File: src/rtl/pg_pkg.sv
package pg_pkg;
  typedef enum logic [1:0] {
    PG_SLEEP = 2'd0,
    PG_WAKE  = 2'd1,
    PG_STBY  = 2'd2,
    PG_ACT   = 2'd3
  } pg_state_e;
endpackage

File: src/rtl/pg_cycle_timer.sv
// Counts consecutive enabled cycles; done fires in the cycle that completes
// the programmed run. A limit of 0 behaves as 1.
module pg_cycle_timer #(
  parameter int W = 8
) (
  input  logic         clk,
  input  logic         rst,
  input  logic         en,
  input  logic [W-1:0] limit,
  output logic         done
);
  logic [W-1:0] cnt;
  logic [W:0]   cnt_inc;

  assign cnt_inc = {1'b0, cnt} + {{W{1'b0}}, 1'b1};
  assign done    = en && (cnt_inc >= {1'b0, limit});

  always_ff @(posedge clk) begin
    if (rst || !en || done) cnt <= '0;
    else                    cnt <= cnt_inc[W-1:0];
  end
endmodule

File: src/rtl/pg_fsm.sv
module pg_fsm
  import pg_pkg::*;
(
  input  logic      clk,
  input  logic      rst,
  input  logic      wake_in,
  input  logic      data_valid,
  input  logic      wk_done,
  input  logic      idle_done,
  output pg_state_e state,
  output logic      pwr_en,
  output logic      ready,
  output logic      wake_out
);
  pg_state_e nxt;

  always_comb begin
    nxt = state;
    unique case (state)
      PG_SLEEP: if (wake_in || data_valid) nxt = PG_WAKE;
      PG_WAKE:  if (wk_done)               nxt = PG_STBY;
      PG_STBY: begin
        if (data_valid)     nxt = PG_ACT;
        else if (idle_done) nxt = PG_SLEEP;
      end
      PG_ACT:   if (!data_valid)           nxt = PG_STBY;
      default:                             nxt = PG_SLEEP;
    endcase
  end

  always_ff @(posedge clk) begin
    if (rst) begin
      state    <= PG_SLEEP;
      pwr_en   <= 1'b0;
      ready    <= 1'b0;
      wake_out <= 1'b0;
    end else begin
      state    <= nxt;
      pwr_en   <= (nxt != PG_SLEEP);
      ready    <= (nxt == PG_STBY) || (nxt == PG_ACT);
      wake_out <= data_valid && ready;
    end
  end
endmodule

File: src/rtl/pg_sleep_ctrl.sv
module pg_sleep_ctrl
  import pg_pkg::*;
#(
  parameter int IDLE_W = 16,
  parameter int WAKE_W = 8
) (
  input  logic              clk,
  input  logic              rst,
  input  logic              wake_in,
  input  logic              data_valid,
  input  logic [IDLE_W-1:0] idle_limit,
  input  logic [WAKE_W-1:0] wake_delay,
  output logic              pwr_en,
  output logic              ready,
  output logic              data_ack,
  output logic              wake_out
);
  pg_state_e state;
  logic      wk_en, idle_en, wk_done, idle_done;

  assign wk_en    = (state == PG_WAKE);
  assign idle_en  = (state == PG_STBY) && !data_valid && !wake_in;
  assign data_ack = data_valid && ready;

  pg_cycle_timer #(.W(WAKE_W)) u_wake_tmr (
    .clk(clk), .rst(rst), .en(wk_en), .limit(wake_delay), .done(wk_done)
  );

  pg_cycle_timer #(.W(IDLE_W)) u_idle_tmr (
    .clk(clk), .rst(rst), .en(idle_en), .limit(idle_limit), .done(idle_done)
  );

  pg_fsm u_fsm (
    .clk(clk), .rst(rst), .wake_in(wake_in), .data_valid(data_valid),
    .wk_done(wk_done), .idle_done(idle_done), .state(state),
    .pwr_en(pwr_en), .ready(ready), .wake_out(wake_out)
  );
endmodule

File: config.mk
export PLATFORM = sky130hd
export DESIGN_NAME = pg_sleep_ctrl
export DESIGN_NICKNAME = d
export VERILOG_FILES = /design/src/rtl/pg_pkg.sv /design/src/rtl/pg_cycle_timer.sv /design/src/rtl/pg_fsm.sv /design/src/rtl/pg_sleep_ctrl.sv
export SDC_FILE = /design/constraint.sdc
export NUM_CORES = 1
export LEC_CHECK = 0
export CAP_MARGIN = 40
export CORE_ASPECT_RATIO = 1.75
export CORE_MARGIN = 10
export CORE_UTILIZATION = 40
export CTS_BUF_LIST = sky130_fd_sc_hd__clkbuf_16
export DETAILED_ROUTE_END_ITERATION = 7
export DONT_BUFFER_PORTS = 1
export HOLD_SLACK_MARGIN = 0.1
export MAX_ROUTING_LAYER = met4
export PLACE_DENSITY = 0.55
export SYNTH_ARGS = -nofsm -noshare
export SYNTH_HDL_FRONTEND = slang
export SYNTH_SLANG_ARGS = --single-unit
File: constraint.sdc
create_clock -name clk -period 4.7 [get_ports clk]
set_clock_uncertainty 0.05 [all_clocks]
set_input_delay 0.94 -clock clk [delete_from_list [all_inputs] [get_ports clk]]
set_output_delay 0.94 -clock clk [all_outputs]
set_load 0.02 [all_outputs]
=== Word level (Yosys, flattened, before mapping) ===
Index checks and enable logic that the tools add are counted.

* Register bits: 29
* Input bits: 28
* Output and inout bits: 4
* Word-level logic and storage cells: 38

* Add/subtract/negate cells: 2
* Order comparisons: 2
* Equal/unequal tests: 5
* Mux-type cells: 6
* Reduce and logical (&&, ||, !) cells: 17

{| class="wikitable"
|+ Operators by type and width
! operator !! number
|-
| $add A16 B1 Y17 const B || 1
|-
| $ge A17 B16 Y1 || 1
|-
| $mux W2 || 5
|-
| $add A8 B1 Y9 const B || 1
|-
| $ge A9 B8 Y1 || 1
|-
| $eq A2 B2 Y1 const B || 4
|-
| $pmux W2 S4 || 1
|-
| $logic_or A1 B1 Y1 || 6
|-
| $logic_and A1 B1 Y1 || 5
|-
| $logic_not A1 Y1 || 4
|-
| $eq A2 B1 Y1 const B || 1
|-
| $logic_not A2 Y1 || 1
|-
| $reduce_bool A2 Y1 || 1
|}

=== Depth between registers and ports, before layout ===
* Depth after elaboration: 9
* Gate-level depth with buffers: 12
* Depth with buffers taken out: 11

=== Modules after synthesis ===
Synthesis repeated with hierarchy kept, for this count alone.

* Cells, all modules: 216
* Area total of the unflattened synthesis: 2,077.0 µm²

{| class="wikitable"
|+ By module, submodules not included
! module !! times used !! cells each !! area each (µm²) !! sequential area each (µm²)
|-
| pg_cycle_timer at u_idle_tmr || 1 || 136 || 1,251.2 || 320.3
|-
| pg_cycle_timer at u_wake_tmr || 1 || 61 || 623.1 || 160.2
|-
| pg_fsm || 1 || 16 || 175.2 || 100.1
|-
| pg_sleep_ctrl || 1 || 3 || 27.5 || 0.0
|}

=== Worst setup path after synthesis ===
OpenSTA, ideal clock, no wires.

* Path kind: reg2reg
* From: reg u_idle_tmr.cnt[0]
* To: reg u_idle_tmr.cnt[10]
* Setup time: 62 ps
* Arrival: 2,387 ps
* Required time: 4,588 ps
* Path slack: 2,201 ps
* Cell stages (with the launch flop): 13
* Path buffers: 1
* Clock period less this slack: 2,499 ps
* Cell sequence: dfxtp_1 -> ha_1 -> nand4_1 -> nor2_1 -> and3_2 -> xor2_2 -> ha_1 -> a21oi_1 -> o211ai_1 -> a31oi_2 -> nand4_4 -> buf_6 -> nor2_2

* Longest elaborated chain between the ends: 4

{| class="wikitable"
|+ RTL lines
! element !! RTL line !! text
|-
| start: declaration || pg_cycle_timer.sv:12 || <nowiki>logic [W-1:0] cnt;</nowiki>
|-
| start signal: assignment || pg_cycle_timer.sv:20 || <nowiki>else cnt <= cnt_inc[W-1:0];</nowiki>
|-
| $add A16 B1 Y17 || pg_cycle_timer.sv:15 || <nowiki>assign cnt_inc = {1'b0, cnt} + {{W{1'b0}}, 1'b1};</nowiki>
|-
| via u_idle_tmr.cnt_inc[14] || pg_cycle_timer.sv:13 || <nowiki>logic [W:0] cnt_inc;</nowiki>
|-
| $ge A17 B16 Y1 || pg_cycle_timer.sv:16 || <nowiki>assign done = en && (cnt_inc >= {1'b0, limit});</nowiki>
|-
| $logic_and A1 B1 Y1 || pg_cycle_timer.sv:16 ||
|-
| $logic_or A1 B1 Y1 || pg_cycle_timer.sv:19 || <nowiki>if (rst || !en || done) cnt <= '0;</nowiki>
|}

The timed path passes the listed nets, and every way through them passes these cells.
A chain may end at the register's enable or synchronous reset.

=== Final worst setup path ===
* From: reg u_idle_tmr.cnt[0]
* To: reg u_idle_tmr.cnt[15]

The elaborated chain is that of the path after synthesis.

==> results.yml <==
logic_synthesis:
  synth_seq_cells: 29
  synthesis.area_um2: 1980
  syn_nets: 279
  share_of_synthesized_area_occupied_by_flip_flops_and_latches_pct: 29.3
  synth_warnings: 0
  syn_inst: 225
  syn_avg_cell_area_um2: 8.80
  post_synth_num_cell_types: 42
final_layout:
  nNetsFinal: 284
  antenna_cells: 0
  syn2layout_area_growth_pct: 9.92
  ratio_of_cells_with_drive_above_1_in_the_final_layout_pct: 15.2
  post_layout_nonfiller_instances: 283
  utilization_after_layout_pct: 45.8
placed_design:
  post-dp-hpwl_um: 3540
  dpl_worst_slack_ns: 1.75
  gp_congestion: 0.774
  dp.cells: 275
  io_buffers: 0
timing:
  actual_transition_at_the_worst_max_transition_pin_ns: 0.407
  totalNegativeSetupSlack_ns: 0
  final-hold-violation-count: 0
  min_period_ns: 2.90
  post-route-period-util_pct: 61.7
  unrepaired_setup_endpoints_after_global_routing: "false"
  timing.max_slew.rel_slack_pct: 72.8
  timing.final.setup_violations: 0
  worst_slack_ns: 1.80
  slew_violations: 0
  achievable-frequency_mhz: 345
clock_tree:
  postCtsResizedCells: 0
  tritoncts: "done"
  clock-sinks: 29
  path_clk_slew_ns: 0.05
  post-cts-setup-buffers: 0
  clk_path_buf_depth: 2
  h-tree-depth: 2
  insertion_delay_ns: 0.27
  root_buffer: "sky130_fd_sc_hd__clkbuf_16"
  cts_inserted_buffers: 5
  cts.hold.buffers_added: 0
global_route:
  wire_length_of_the_first_global_routing_pass_um: 7170
  first_global_vias: 1583
  global_route.overflow_total: 0
  grt_antenna_before_repair: 0
  grt_start_max_net_pins: 20
  all_layer_gr_usage_pct: 11.2
worst_setup_path:
  critPathLaunch: "u_idle_tmr.cnt[0]"
  timing.critical_path.slowest_stage_cell: "sky130_fd_sc_hd__dfxtp_1"
  crit_path_max_fanout: 19
  worst_path_cell_trace: "ha_1, nand4_1, nor2_1, and3_2, xor2_2, ha_1, a21oi_1, o211ai_1, a31oi_2, nand4_4, nor3b_1"
  slowest_delay_ns: 0.42
  timing.critical_path.mode_cell: "sky130_fd_sc_hd__ha_1"
  crit-reg2reg-launch: "u_idle_tmr.cnt[0]"
  critical_path.startpoint_type: "register"
  path_delay_family: "simple AND/OR/NAND/NOR gates"
  worstPathArrival_ns: 3.04
  timing.critical_path.buf_inv: 0
  cp_required_ns: 4.84
  cp-end-kind: "register"
  worst-setup-path-type: "register to register"
die:
  die_width_um: 73.2
  std_cell_rows: 33
  design.core.area_um2: 4750
  design.portCount: 32
  dieHeight_um: 113
  die_outline_area_um2: 8280
  initial_utilization_pct: 41.7
power:
  cellLeakagePower_uw: 0.000981
  max-vdd-ir-drop_v: 0.000260
  cellPowerDensity_nw_per_um2: 269
run:
  max_cap_viol_count: 0
drt:
  wirelength_um: 4110
  routed-via-count: 1483
  initialDrtViolationCount: 25
  wl_per_cell_um: 14.5
  detail_route.first_pass.iterations: 4
  routed_via_density: 5.24
  remaining_drc_errors: 0
  antenna_left: 0
worst_hold_path:
  holdCritStartpoint: "u_wake_tmr.cnt[0]"
  timing.hold.worst.class: "register to register"
outcome:
  run_status: "finished clean"
## layout by cell type, fill, tap and decap left out, types with 8 or more instances in the layout
cell / count
sky130_fd_sc_hd__dfxtp_1: 29
sky130_fd_sc_hd__nor2_1: 14
sky130_fd_sc_hd__xnor2_1: 8
sky130_fd_sc_hd__nor3_1: 8
sky130_fd_sc_hd__inv_1: 29
sky130_fd_sc_hd__nand3_1: 10
sky130_fd_sc_hd__nor2_2: 9
sky130_fd_sc_hd__ha_1: 26
sky130_fd_sc_hd__xor2_1: 10
sky130_fd_sc_hd__nand2_1: 20
## metrics by stage
step           hold slack, ns  area (um^2)  total power, uW
2_1_floorplan           0.394         1980              286
3_3_place_gp            0.419         2030              294
3_5_place_dp            0.427         2030              294
4_1_cts                 0.440         2180              595
5_1_grt                 0.472         2180              611
6_report                0.431         2180              585
## state kept, by name (all words and copies together) (netlist names)
name / count
u_fsm.state: 2
u_fsm.ready: 1
u_fsm.pwr_en: 1
u_idle_tmr.cnt: 16
u_fsm.wake_out: 1
u_wake_tmr.cnt: 8
## cells in the mapped netlist (all sizes together)
| cell type | number | share of area [%] |
|---|---|---|
| a211o | 1 | 0.44 |
| a211oi | 1 | 0.38 |
| a21oi | 7 | 1.8 |
| a221oi | 1 | 1.3 |
| a2bb2oi | 1 | 0.76 |
| a31oi | 1 | 0.63 |
| and2 | 3 | 0.95 |
| and3 | 9 | 3.2 |
| and4 | 1 | 0.57 |
| buf | 2 | 0.76 |
| clkbuf | 1 | 0.19 |
| dfxtp | 29 | 29 |
| ha | 26 | 16 |
| inv | 29 | 5.5 |
| nand2 | 20 | 3.8 |
| nand2b | 4 | 1.3 |
| nand3 | 11 | 3.4 |
| nand4 | 6 | 2.7 |
| nor2 | 24 | 6.1 |
| nor2b | 2 | 0.63 |
| nor3 | 9 | 2.8 |
| nor3b | 4 | 1.8 |
| nor4b | 1 | 0.76 |
| o211ai | 2 | 0.76 |
| o21ai | 5 | 1.3 |
| o221a | 1 | 0.57 |
| o221ai | 1 | 0.44 |
| o31ai | 2 | 1.7 |
| or3 | 1 | 0.32 |
| xnor2 | 8 | 3.5 |
| xor2 | 12 | 6.1 |
## per-layer routing
layer / routed length, um / GRT usage, %
met5: 0 / -
met4: 75 / 4.20
met3: 56 / 2.45
met2: 2530 / 22.3
met1: 1440 / 9.35
## cell families after synthesis
kind of cell | after synthesis | share of synthesized area (%)
adder cells (fa/ha/maj) | 26 | 16.4
AO/OA/AOI/OAI | 23 | 10.0
XOR/XNOR | 20 | 9.60
flip-flops | 29 | 29.3
buffers and inverters | 32 | 6.44
AND/OR/NAND/NOR | 95 | 28.2
## cell type report
cell class / instances / area, um^2
fill: 495 / 2570
multi-input combinational: 164 / 1270
sequential: 29 / 581
clock buffer: 5 / 125
inverter: 29 / 109
tap: 52 / 65.1
clock inverter: 3 / 17.5
timing repair buffer: 1 / 7.51
## worst paths after layout
kind	depth (start not counted)	slack, ns	end
hold / removal	1	0.43	u_wake_tmr.cnt[0]
setup reg to reg	11	1.80	u_idle_tmr.cnt[15]
hold reg to reg	1	0.43	u_wake_tmr.cnt[0]
setup / recovery	11	1.80	u_idle_tmr.cnt[15]
## power by group
group	total (uW)	internal, uW	switching (uW)
logic	34.0	13.7	20.3
registers	254	249	4.10
clock network	298	193	105
(Power assumes the default switching activity.)
